`src/rtl/trq_pkg.sv`:
```
package trq_pkg;

    // Window control states
    typedef enum logic [1:0] {
        TQ_OFF   = 2'd0,
        TQ_FREE  = 2'd1,
        TQ_ARMED = 2'd2,
        TQ_OPEN  = 2'd3
    } trq_state_e;

    // Indices of the three match units
    localparam int UNIT_FLT = 0;
    localparam int UNIT_STA = 1;
    localparam int UNIT_STP = 2;
    localparam int NUM_UNITS = 3;

endpackage

```
`src/rtl/trq_match.sv`:
```
module trq_match #(
    parameter int OP_W   = 6,
    parameter int ID_W   = 5,
    parameter int ADDR_W = 40,
    localparam int OP_N  = 1 << OP_W,
    localparam int ID_N  = 1 << ID_W
) (
    input  logic [OP_W-1:0]   op,
    input  logic [ID_W-1:0]   src,
    input  logic [ID_W-1:0]   dst,
    input  logic [ADDR_W-1:0] addr,
    input  logic [OP_N-1:0]   op_mask,
    input  logic [ID_N-1:0]   src_mask,
    input  logic [ID_N-1:0]   dst_mask,
    input  logic [ADDR_W-1:0] addr_cmp,
    input  logic [ADDR_W-1:0] addr_mask,
    output logic              hit
);

    logic op_ok;
    logic src_ok;
    logic dst_ok;
    logic addr_ok;

    always_comb begin
        op_ok   = op_mask[op];
        src_ok  = src_mask[src];
        dst_ok  = dst_mask[dst];
        addr_ok = ((addr ^ addr_cmp) & addr_mask) == '0;
        hit     = op_ok & src_ok & dst_ok & addr_ok;
    end

endmodule

```
`src/rtl/trq_window_fsm.sv`:
```
module trq_window_fsm
    import trq_pkg::*;
(
    input  logic clk,
    input  logic rst_n,
    input  logic trace_en,
    input  logic trig_en,
    input  logic cmd_ok,
    input  logic hit_flt,
    input  logic hit_sta,
    input  logic hit_stp,
    output logic rec_strobe,
    output logic window_active
);

    trq_state_e state_q;
    trq_state_e state_d;
    logic       open_evt;
    logic       close_evt;
    logic       in_window;
    logic       rec_d;

    always_comb begin
        open_evt  = cmd_ok & hit_sta & ~hit_stp;
        close_evt = cmd_ok & hit_stp;
        in_window = (state_q == TQ_OPEN) | (cmd_ok & hit_sta);
        if (trig_en)
            rec_d = trace_en & cmd_ok & in_window & (hit_flt | hit_sta | hit_stp);
        else
            rec_d = trace_en & cmd_ok & hit_flt;
    end

    always_comb begin
        state_d = state_q;
        unique case (state_q)
            TQ_OFF: begin
                if (trace_en) begin
                    if (!trig_en)      state_d = TQ_FREE;
                    else if (open_evt) state_d = TQ_OPEN;
                    else               state_d = TQ_ARMED;
                end
            end
            TQ_FREE: begin
                if (!trace_en)    state_d = TQ_OFF;
                else if (trig_en) state_d = TQ_ARMED;
            end
            TQ_ARMED: begin
                if (!trace_en)     state_d = TQ_OFF;
                else if (!trig_en) state_d = TQ_FREE;
                else if (open_evt) state_d = TQ_OPEN;
            end
            TQ_OPEN: begin
                if (!trace_en)      state_d = TQ_OFF;
                else if (!trig_en)  state_d = TQ_FREE;
                else if (close_evt) state_d = TQ_ARMED;
            end
            default: state_d = TQ_OFF;
        endcase
    end

    // State register
    always_ff @(posedge clk or negedge rst_n) begin
        if (!rst_n) state_q <= TQ_OFF;
        else        state_q <= state_d;
    end

    // Output register
    always_ff @(posedge clk or negedge rst_n) begin
        if (!rst_n) begin
            rec_strobe    <= 1'b0;
            window_active <= 1'b0;
        end else begin
            rec_strobe    <= rec_d;
            window_active <= (state_d == TQ_OPEN);
        end
    end

endmodule

```
`src/rtl/trace_qual_top.sv`:
```
module trace_qual_top
    import trq_pkg::*;
#(
    parameter int OP_W     = 6,
    parameter int ID_W     = 5,
    parameter int ADDR_W   = 40,
    parameter int IDLE_OP  = 0,
    parameter int IORSP_OP = 7,
    localparam int OP_N    = 1 << OP_W,
    localparam int ID_N    = 1 << ID_W
) (
    input  logic              clk,
    input  logic              rst_n,
    input  logic              trace_en,
    input  logic              trig_en,
    input  logic              cmd_valid,
    input  logic [OP_W-1:0]   cmd_op,
    input  logic [ID_W-1:0]   cmd_src,
    input  logic [ID_W-1:0]   cmd_dst,
    input  logic [ADDR_W-1:0] cmd_addr,
    input  logic [OP_N-1:0]   flt_op_mask,
    input  logic [ID_N-1:0]   flt_src_mask,
    input  logic [ID_N-1:0]   flt_dst_mask,
    input  logic [ADDR_W-1:0] flt_addr_cmp,
    input  logic [ADDR_W-1:0] flt_addr_mask,
    input  logic [OP_N-1:0]   sta_op_mask,
    input  logic [ID_N-1:0]   sta_src_mask,
    input  logic [ID_N-1:0]   sta_dst_mask,
    input  logic [ADDR_W-1:0] sta_addr_cmp,
    input  logic [ADDR_W-1:0] sta_addr_mask,
    input  logic [OP_N-1:0]   stp_op_mask,
    input  logic [ID_N-1:0]   stp_src_mask,
    input  logic [ID_N-1:0]   stp_dst_mask,
    input  logic [ADDR_W-1:0] stp_addr_cmp,
    input  logic [ADDR_W-1:0] stp_addr_mask,
    output logic              rec_strobe,
    output logic              window_active
);

    localparam logic [OP_W-1:0] IDLE_CODE  = OP_W'(IDLE_OP);
    localparam logic [OP_W-1:0] IORSP_CODE = OP_W'(IORSP_OP);

    logic [NUM_UNITS-1:0][OP_N-1:0]   u_op_mask;
    logic [NUM_UNITS-1:0][ID_N-1:0]   u_src_mask;
    logic [NUM_UNITS-1:0][ID_N-1:0]   u_dst_mask;
    logic [NUM_UNITS-1:0][ADDR_W-1:0] u_addr_cmp;
    logic [NUM_UNITS-1:0][ADDR_W-1:0] u_addr_mask;
    logic [NUM_UNITS-1:0]             u_hit;
    logic                             excluded;
    logic                             cmd_ok;

    always_comb begin
        u_op_mask[UNIT_FLT]   = flt_op_mask;
        u_src_mask[UNIT_FLT]  = flt_src_mask;
        u_dst_mask[UNIT_FLT]  = flt_dst_mask;
        u_addr_cmp[UNIT_FLT]  = flt_addr_cmp;
        u_addr_mask[UNIT_FLT] = flt_addr_mask;
        u_op_mask[UNIT_STA]   = sta_op_mask;
        u_src_mask[UNIT_STA]  = sta_src_mask;
        u_dst_mask[UNIT_STA]  = sta_dst_mask;
        u_addr_cmp[UNIT_STA]  = sta_addr_cmp;
        u_addr_mask[UNIT_STA] = sta_addr_mask;
        u_op_mask[UNIT_STP]   = stp_op_mask;
        u_src_mask[UNIT_STP]  = stp_src_mask;
        u_dst_mask[UNIT_STP]  = stp_dst_mask;
        u_addr_cmp[UNIT_STP]  = stp_addr_cmp;
        u_addr_mask[UNIT_STP] = stp_addr_mask;
    end

    // Opcodes that can never be traced
    always_comb begin
        excluded = (cmd_op == IDLE_CODE) | (cmd_op == IORSP_CODE);
        cmd_ok   = cmd_valid & ~excluded;
    end

    for (genvar g = 0; g < NUM_UNITS; g++) begin : g_unit
        trq_match #(
            .OP_W  (OP_W),
            .ID_W  (ID_W),
            .ADDR_W(ADDR_W)
        ) u_match (
            .op       (cmd_op),
            .src      (cmd_src),
            .dst      (cmd_dst),
            .addr     (cmd_addr),
            .op_mask  (u_op_mask[g]),
            .src_mask (u_src_mask[g]),
            .dst_mask (u_dst_mask[g]),
            .addr_cmp (u_addr_cmp[g]),
            .addr_mask(u_addr_mask[g]),
            .hit      (u_hit[g])
        );
    end

    trq_window_fsm u_fsm (
        .clk          (clk),
        .rst_n        (rst_n),
        .trace_en     (trace_en),
        .trig_en      (trig_en),
        .cmd_ok       (cmd_ok),
        .hit_flt      (u_hit[UNIT_FLT]),
        .hit_sta      (u_hit[UNIT_STA]),
        .hit_stp      (u_hit[UNIT_STP]),
        .rec_strobe   (rec_strobe),
        .window_active(window_active)
    );

endmodule

```
`config.mk`:
```
export PLATFORM = sky130hd
export DESIGN_NAME = trace_qual_top
export DESIGN_NICKNAME = d
export VERILOG_FILES = /design/src/rtl/trq_pkg.sv /design/src/rtl/trq_match.sv /design/src/rtl/trq_window_fsm.sv /design/src/rtl/trace_qual_top.sv
export SDC_FILE = /design/constraint.sdc
export NUM_CORES = 1
export LEC_CHECK = 0
export ABC_AREA = 1
export BUFFER_PORTS_ARGS = -buffer_cell sky130_fd_sc_hd__buf_2
export CORE_AREA = 2 2 268 270
export CTS_CLUSTER_DIAMETER = 200
export DETAILED_ROUTE_END_ITERATION = 7
export DIE_AREA = 0 0 270 272
export MAX_ROUTING_LAYER = met4
export PLACE_DENSITY = 0.31
export SYNTH_ARGS = -nofsm -noshare
export SYNTH_HDL_FRONTEND = slang
export SYNTH_SLANG_ARGS = --single-unit
```
`constraint.sdc`:
```
create_clock -name clk -period 2.2 [get_ports clk]
set_input_delay 0.44 -clock clk [delete_from_list [all_inputs] [get_ports clk]]
set_output_delay 0.44 -clock clk [all_outputs]
set_load 0.005 [all_outputs]
```
==> results.md, run 1 <==
* Sinks on the clock net at 4
* FF-to-FF End: u_fsm.state_q[0]
* Lkg Pwr at between 7 and 8 nW
* Post-synth top flop: dfrtp_1
* Clk Tree Root Cell: clkbuf_16
* Worst vdd ir at between 0.0001 and 0.00015 V
* Num CTS Buffers at 3
* Die Ht at 272 um
* Post-synth EDFFs at 0
* RD Place Congestion at around 0.9
* Crit path capture type: register
* First-pass GRT wire length at about 76 mm
* Detailed-route via count at roughly 12000
* Wire per inst at around 17 um
* Status: finished, final reports clean
* Power density of the placed cells at around 210 nW/um^2
* Max cap viols at 0
* Synth top area share at a little under a third
* Netlist cell types at 26
* Initial antenna violation count at 15
* Mapped Cells at between 1000 and 1500
* Synthesized net count at between 2000 and 2500
* Critical Path Start Type: primary input
* Post-synthesis register bit count at 4
* Mean area per synthesized cell at between 4 and 5 sq um
* Port Buffers at about 690
* Final setup violation count at 0
* Final #Nets at a little under 3000
* Post-synth ARST share at 100%
* DP HPWL at between 40 and 50 mm
* HP Class: primary input to asynchronous set/reset pin
* Worst r2r src: u_fsm.state_q[1]
* Worst-margin pin slew at about 0.31 ns
* CP Class: primary input to register
* Fillers at approximately 8600
* Clk buf depth at 2
* Final Max Slew Viols at 0
* Area Overhead vs Synth at 89.6%
* Top cells by area, synth: nand2_1 (32%), nand3_1 (21%), nor2_1 (12%)
* Utilization after layout at between 10% and 20%
* Die area at ~73000 sq um
* Antenna-violating nets left at 0
* Rel. slew slack at between 70% and 80%
* Reg2reg setup slack at roughly 1.3 ns
* Vias in the first global route at around 12000
* Num ports at 687
* Via-per-instance ratio at about 3.7
* Top-count cell post-synth: nand2_1
* Core area at 70800 sq um
* Row cnt at 98
* Largest net degree at the start of global routing at 60
* CTS H-tree lvls at 1
* CTS Hold Buffers Added at 0
* Drt first pass iters at 5
* FMAX at 491 MHz
* Worst-skew pair later-pin latency at ~0.22 ns
* Clk slew on worst S/H paths at about 0.030 ns
* Synth area leader: nand2_1
* DRC viols at 0
* Overall Power at 2.63 mW
* CP required at 2.35 ns
* Post-synth top cells: nand2_1 (563), nand3_1 (274), nor2_1 (217)
* Number of DRC markers in iteration 0 at 537
* Crit path max fanout at 7
* Share of post-route cells with drive strength above 1 at 42.9%
* Fin crit period at about 2.0 ns
* CTS tree: done
* Die width at 270 um
* Final Skew at 0.000784 ns
* Initial core utilization at a little under a tenth
* Gr ovfl total at 0
* Sequential fraction of the synthesis area at under 10%
* Final Hold Fails at 0
* Data arrival, critical path at between 2 and 2.5 ns
* Syn. warnings at 0
* Post-Syn Area at about 6700 sq um
* Total track usage at about 14%
* Final worst-path cycle share at approximately 90%
* Routed wire length at ~55 mm
* R2R depth at 4
==> where the power goes <==
part	leakage (nW)	total [mW]	internal, mW	switching, mW
Combinational	6.96	2.26	1.07	1.19
Clock	0.0371	0.282	0.232	0.0500
Sequential	0.0533	0.0799	0.0774	0.00252
Total	7.05	2.63	1.38	1.25
==> flip-flops by register name (all words and copies together), names as in the netlist <==
name                 count
u_fsm.state_q            2
u_fsm.rec_strobe         1
u_fsm.window_active      1
==> cells by family (layout without fill, tap and decap cells) <==
family,after synthesis,count (layout),synth area share [%]
simple gates,1147,1147,73.5
buf+inv,201,939,13.5
compound gates,141,141,11.5
flops,4,4,1.50
other cells,0,14,0
==> worst max-delay path, cell delays in order <==
cell,delay [ns]
buf_12,0.13
inv_6,0.05
clkbuf_16,0.16
clkbuf_16,0.16
o21ai_1,0.16
nand2_1,0.11
nor2_1,0.12
nor2_1,0.06
nor2_1,0.11
nor2_2,0.06
nor2_1,0.10
buf_4,0.15
nor2_4,0.04
nor2_1,0.10
nand2_1,0.10
a21oi_2,0.14
==> cells in the final DEF, fill, tap and decap left out, types with 4 or more instances in the layout <==
cell	netlist	final
a21oi_2	0	7
o21ai_0	89	77
nand3_1	274	259
nand2_2	1	17
inv_2	8	6
a21oi_1	17	10
nand3_4	0	4
o21ai_1	9	18
buf_2	31	682
buf_6	7	10
or2_2	78	74
nor2_1	217	199
nor2_2	2	14
or2_4	0	4
nand4_1	7	7
dfrtp_1	4	4
o211ai_1	20	20
clkbuf_16	0	13
nand2_1	563	547
inv_1	127	127
diode_2	0	14
buf_12	0	18
buf_4	14	78
nand3_2	0	11
nor2_4	2	8
==> per-layer routing <==
layer | wire length [um] | GRT usage, %
met4 | 1090 | 2.25
met5 | 0 | -
met1 | 23800 | 17.1
met3 | 2930 | 2.42
met2 | 27500 | 24.8
==> area by class of cell <==
type	instances	area (sq um)	area share, %
inverters	135	517	4.09
multi-input cells	1288	5940	47.0
clock buffers	3	75.1	0.595
repair buffers	801	4770	37.8
well taps	950	1190	9.42
diodes	14	35.0	0.278
flip-flops and latches	4	100	0.793
==> metrics by stage <==
stage | TNS (ns) | cells | setup WS [ns] | hold WS, ns | cell area (sq um)
final | 0 | 3195 | 0.162 | 0.0143 | 12600
after global placement | -1.37 | 3162 | -0.471 | 0.253 | 11800
after detailed placement | -1.31 | 3162 | -0.437 | 0.255 | 11800
after floorplan | 0 | 1493 | 0.443 | 0.144 | 6660
after global routing | -0.000587 | 3195 | -0.000587 | 0.0210 | 12600
after CTS | 0 | 3164 | 0.00813 | 0.0166 | 12000
==> repair_timing <==
action	in CTS	in global routing
resized for setup	15	100
endpoints found under the setup margin	3	3
pin swaps	6	45
gates cloned	0	10
setup buffers	0	8
==> worst max-delay path by stage <==
stage	endpoint	from	slack, ns	depth (start not counted)
CTS	u_fsm.window_active	cmd_op[0]	0.008	16
finish	u_fsm.window_active	cmd_op[0]	0.16	16
floorplan	u_fsm.state_q[0]	cmd_op[0]	0.44	13
global route	u_fsm.rec_strobe	cmd_op[0]	-0.0006	16
detailed placement	u_fsm.rec_strobe	cmd_addr[23]	-0.44	14
global placement	u_fsm.rec_strobe	cmd_addr[23]	-0.47	14
Note: power is estimated with default switching activity, not from simulation.
==> inputs of run 2 (changes only) <==
==> constraint.sdc (replaced) <==
create_clock -name clk -period 2.1 [get_ports clk]
set_input_delay 0.42 -clock clk [delete_from_list [all_inputs] [get_ports clk]]
set_output_delay 0.42 -clock clk [all_outputs]
set_load 0.005 [all_outputs]
==> run 2 against run 1 <==
Via count grew 1.1%. Cell count is essentially flat. Setup slack lost 0.12 ns. Utilization grew 0.38 points. Sequential share of layout area is essentially flat. Die area is the same. Wire length shrank 1.1%. Final area grew 2.1%. Flip-flop and latch count is the same.
==> results.md, run 2 (synthesized netlist as in run 1, its figures left out) <==
* Status: finished, final reports clean
* Placed insts at about 3200
* HP Class: primary input to asynchronous set/reset pin
* Final Max Slew Viols at 0
* Fillers at approximately 8500
* Core area at 70800 sq um
* Num CTS Buffers at 3
* Clk Tree Root Cell: clkbuf_16
* Cell Count, Final, Fillers Out at between 3000 and 4000
* Port Buffers at just under 700
* Max FFs per register at 2
* Registers with the most flip-flops: u_fsm.state_q: 2 flops, u_fsm.rec_strobe: 1 flops, u_fsm.window_active: 1 flops
* Die Ht at approximately 270 um
* Via-per-instance ratio at between 3 and 4
* Final Skew at about 0.0012 ns
* Num ports at between 600 and 700
* Most frequent cells in the layout: buf_2 (661), nand2_1 (545), nand3_1 (234)
* Wire per inst at 17.2 um
* Lkg Pwr at slightly above 7 nW
* Sinks on the clock net at 4
* Fin crit period at 2.06 ns
* Vias in the first global route at between 10000 and 15000
* Data arrival, critical path at around 2.2 ns
* DRC viols at 0
* Power density of the placed cells at around 220 nW/um^2
* Detailed-route via count at about 12000
* FMAX at ~490 MHz
* Routed wire length at ~55 mm
* Largest net degree at the start of global routing at 43
* Share of post-route cells with drive strength above 1 at around 44%
* Reg2reg setup slack at approximately 1.2 ns
* Worst vdd ir at between 0.0001 and 0.00015 V
* Reg with most FFs: u_fsm.state_q
* Commonest non-fill, non-tap cell in the layout: buf_2
* RD Place Congestion at between 0.8 and 0.9
* R2R depth at 3
* CTS tree: done
* Drt first pass iters at 5
* Clk slew on worst S/H paths at around 0.03 ns
* Row cnt at between 90 and 100
* Crit path capture type: register
* Final worst-path cycle share at a little over nine tenths
* First-pass GRT wire length at 77.2 mm
* Gr ovfl total at 0
* Final Hold Fails at 0
* Worst-margin pin slew at about 0.50 ns
* Total track usage at about 14%
* CP Class: primary input to register
* Initial core utilization at around a tenth
* CTS H-tree lvls at 1
* Antenna-violating nets left at 0
* Rel. slew slack at 66.6%
* Crit path max fanout at 6
* CP required at 2.25 ns
* Number of DRC markers in iteration 0 at around 560
* Worst-skew pair later-pin latency at ~0.22 ns
* Final setup violation count at 0
* Area Overhead vs Synth at 93.6%
* FF-to-FF End: u_fsm.state_q[0]
* DP HPWL at just under 50 mm
* Fin Setup TNS at 0 ns
* Final #Nets at just under 3000
* Critical Path Start Type: primary input
* Unrepaired setup endpoints after global routing: true
* Initial antenna violation count at 14
* Max cap viols at 0
* Clk buf depth at 2
* Die width at 270 um
* Worst r2r src: u_fsm.state_q[0]
* Die area at between 70000 and 80000 sq um
## run 2: final cells by class
class | count | area [sq um] | share of cell area [%]
sequential | 4 | 100 | 0.776
inverter | 135 | 519 | 4.03
multi-input combinational | 1288 | 6120 | 47.4
tap | 950 | 1190 | 9.22
timing repair buffer | 799 | 4860 | 37.7
clock buffer | 3 | 75.1 | 0.582
antenna | 14 | 35.0 | 0.272
## run 2: per-layer routing
metal | wire length [um] | global-route usage (%) | vias up | part of all wire (%)
met5 | 0 | - | - | 0
met4 | 1190 | 3.11 | 0 | 2.2
met3 | 3340 | 2.63 | 50 | 6.1
met2 | 27000 | 24.9 | 483 | 49
met1 | 23300 | 17.2 | 5316 | 43
li1 | - | - | 6238 | -
## run 2: how the worst max path moves through the flow
stage	from	endpoint	depth (start not counted)
2_1_floorplan	cmd_op[0]	u_fsm.state_q[0]	13
3_3_place_gp	cmd_addr[36]	u_fsm.rec_strobe	13
3_5_place_dp	cmd_addr[36]	u_fsm.rec_strobe	13
4_1_cts	cmd_addr[14]	u_fsm.rec_strobe	14
5_1_grt	cmd_op[0]	u_fsm.rec_strobe	16
6_report	cmd_op[0]	u_fsm.window_active	17
## run 2: where the power goes
group | switching [mW] | internal (mW)
combinational | 1.25 | 1.17
clock | 0.0505 | 0.243
sequential | 0.00257 | 0.0811
## run 2: worst max-delay path: stages
cell and delay, ns:
buf_16 0.13, inv_8 0.05, buf_12 0.14, buf_8 0.13
or2_1 0.20, nand3_1 0.06, o21ai_1 0.06, nor2_1 0.20
nand2_1 0.09, nand2_1 0.06, nand2_1 0.05, nor2_2 0.13
buf_6 0.13, nor2_4 0.04, nor2_2 0.12, nand2_2 0.07
a21oi_2 0.12
## run 2: stage by stage
stage	instance area [sq um]	total power [mW]	util [%]	worst slack [ns]	hold slack [ns]
2_1_floorplan	6660	1.03	-	0.363	0.124
4_1_cts	12500	2.77	17.7	-0.0129	0.00229
3_5_place_dp	12000	2.34	16.9	-0.562	0.236
6_report	12900	2.80	18.2	0.0384	0.000366
5_1_grt	12900	3.09	18.2	-0.0905	0.00872
3_3_place_gp	12000	2.36	16.9	-0.584	0.236
## run 2: timing repair
item	4_1_cts	5_1_grt
gates resized for setup	144	56
gates cloned	1	6
endpoints found under the setup margin	3	3
pin swaps	36	24
buffers inserted	1	2
hold buffers	0	0
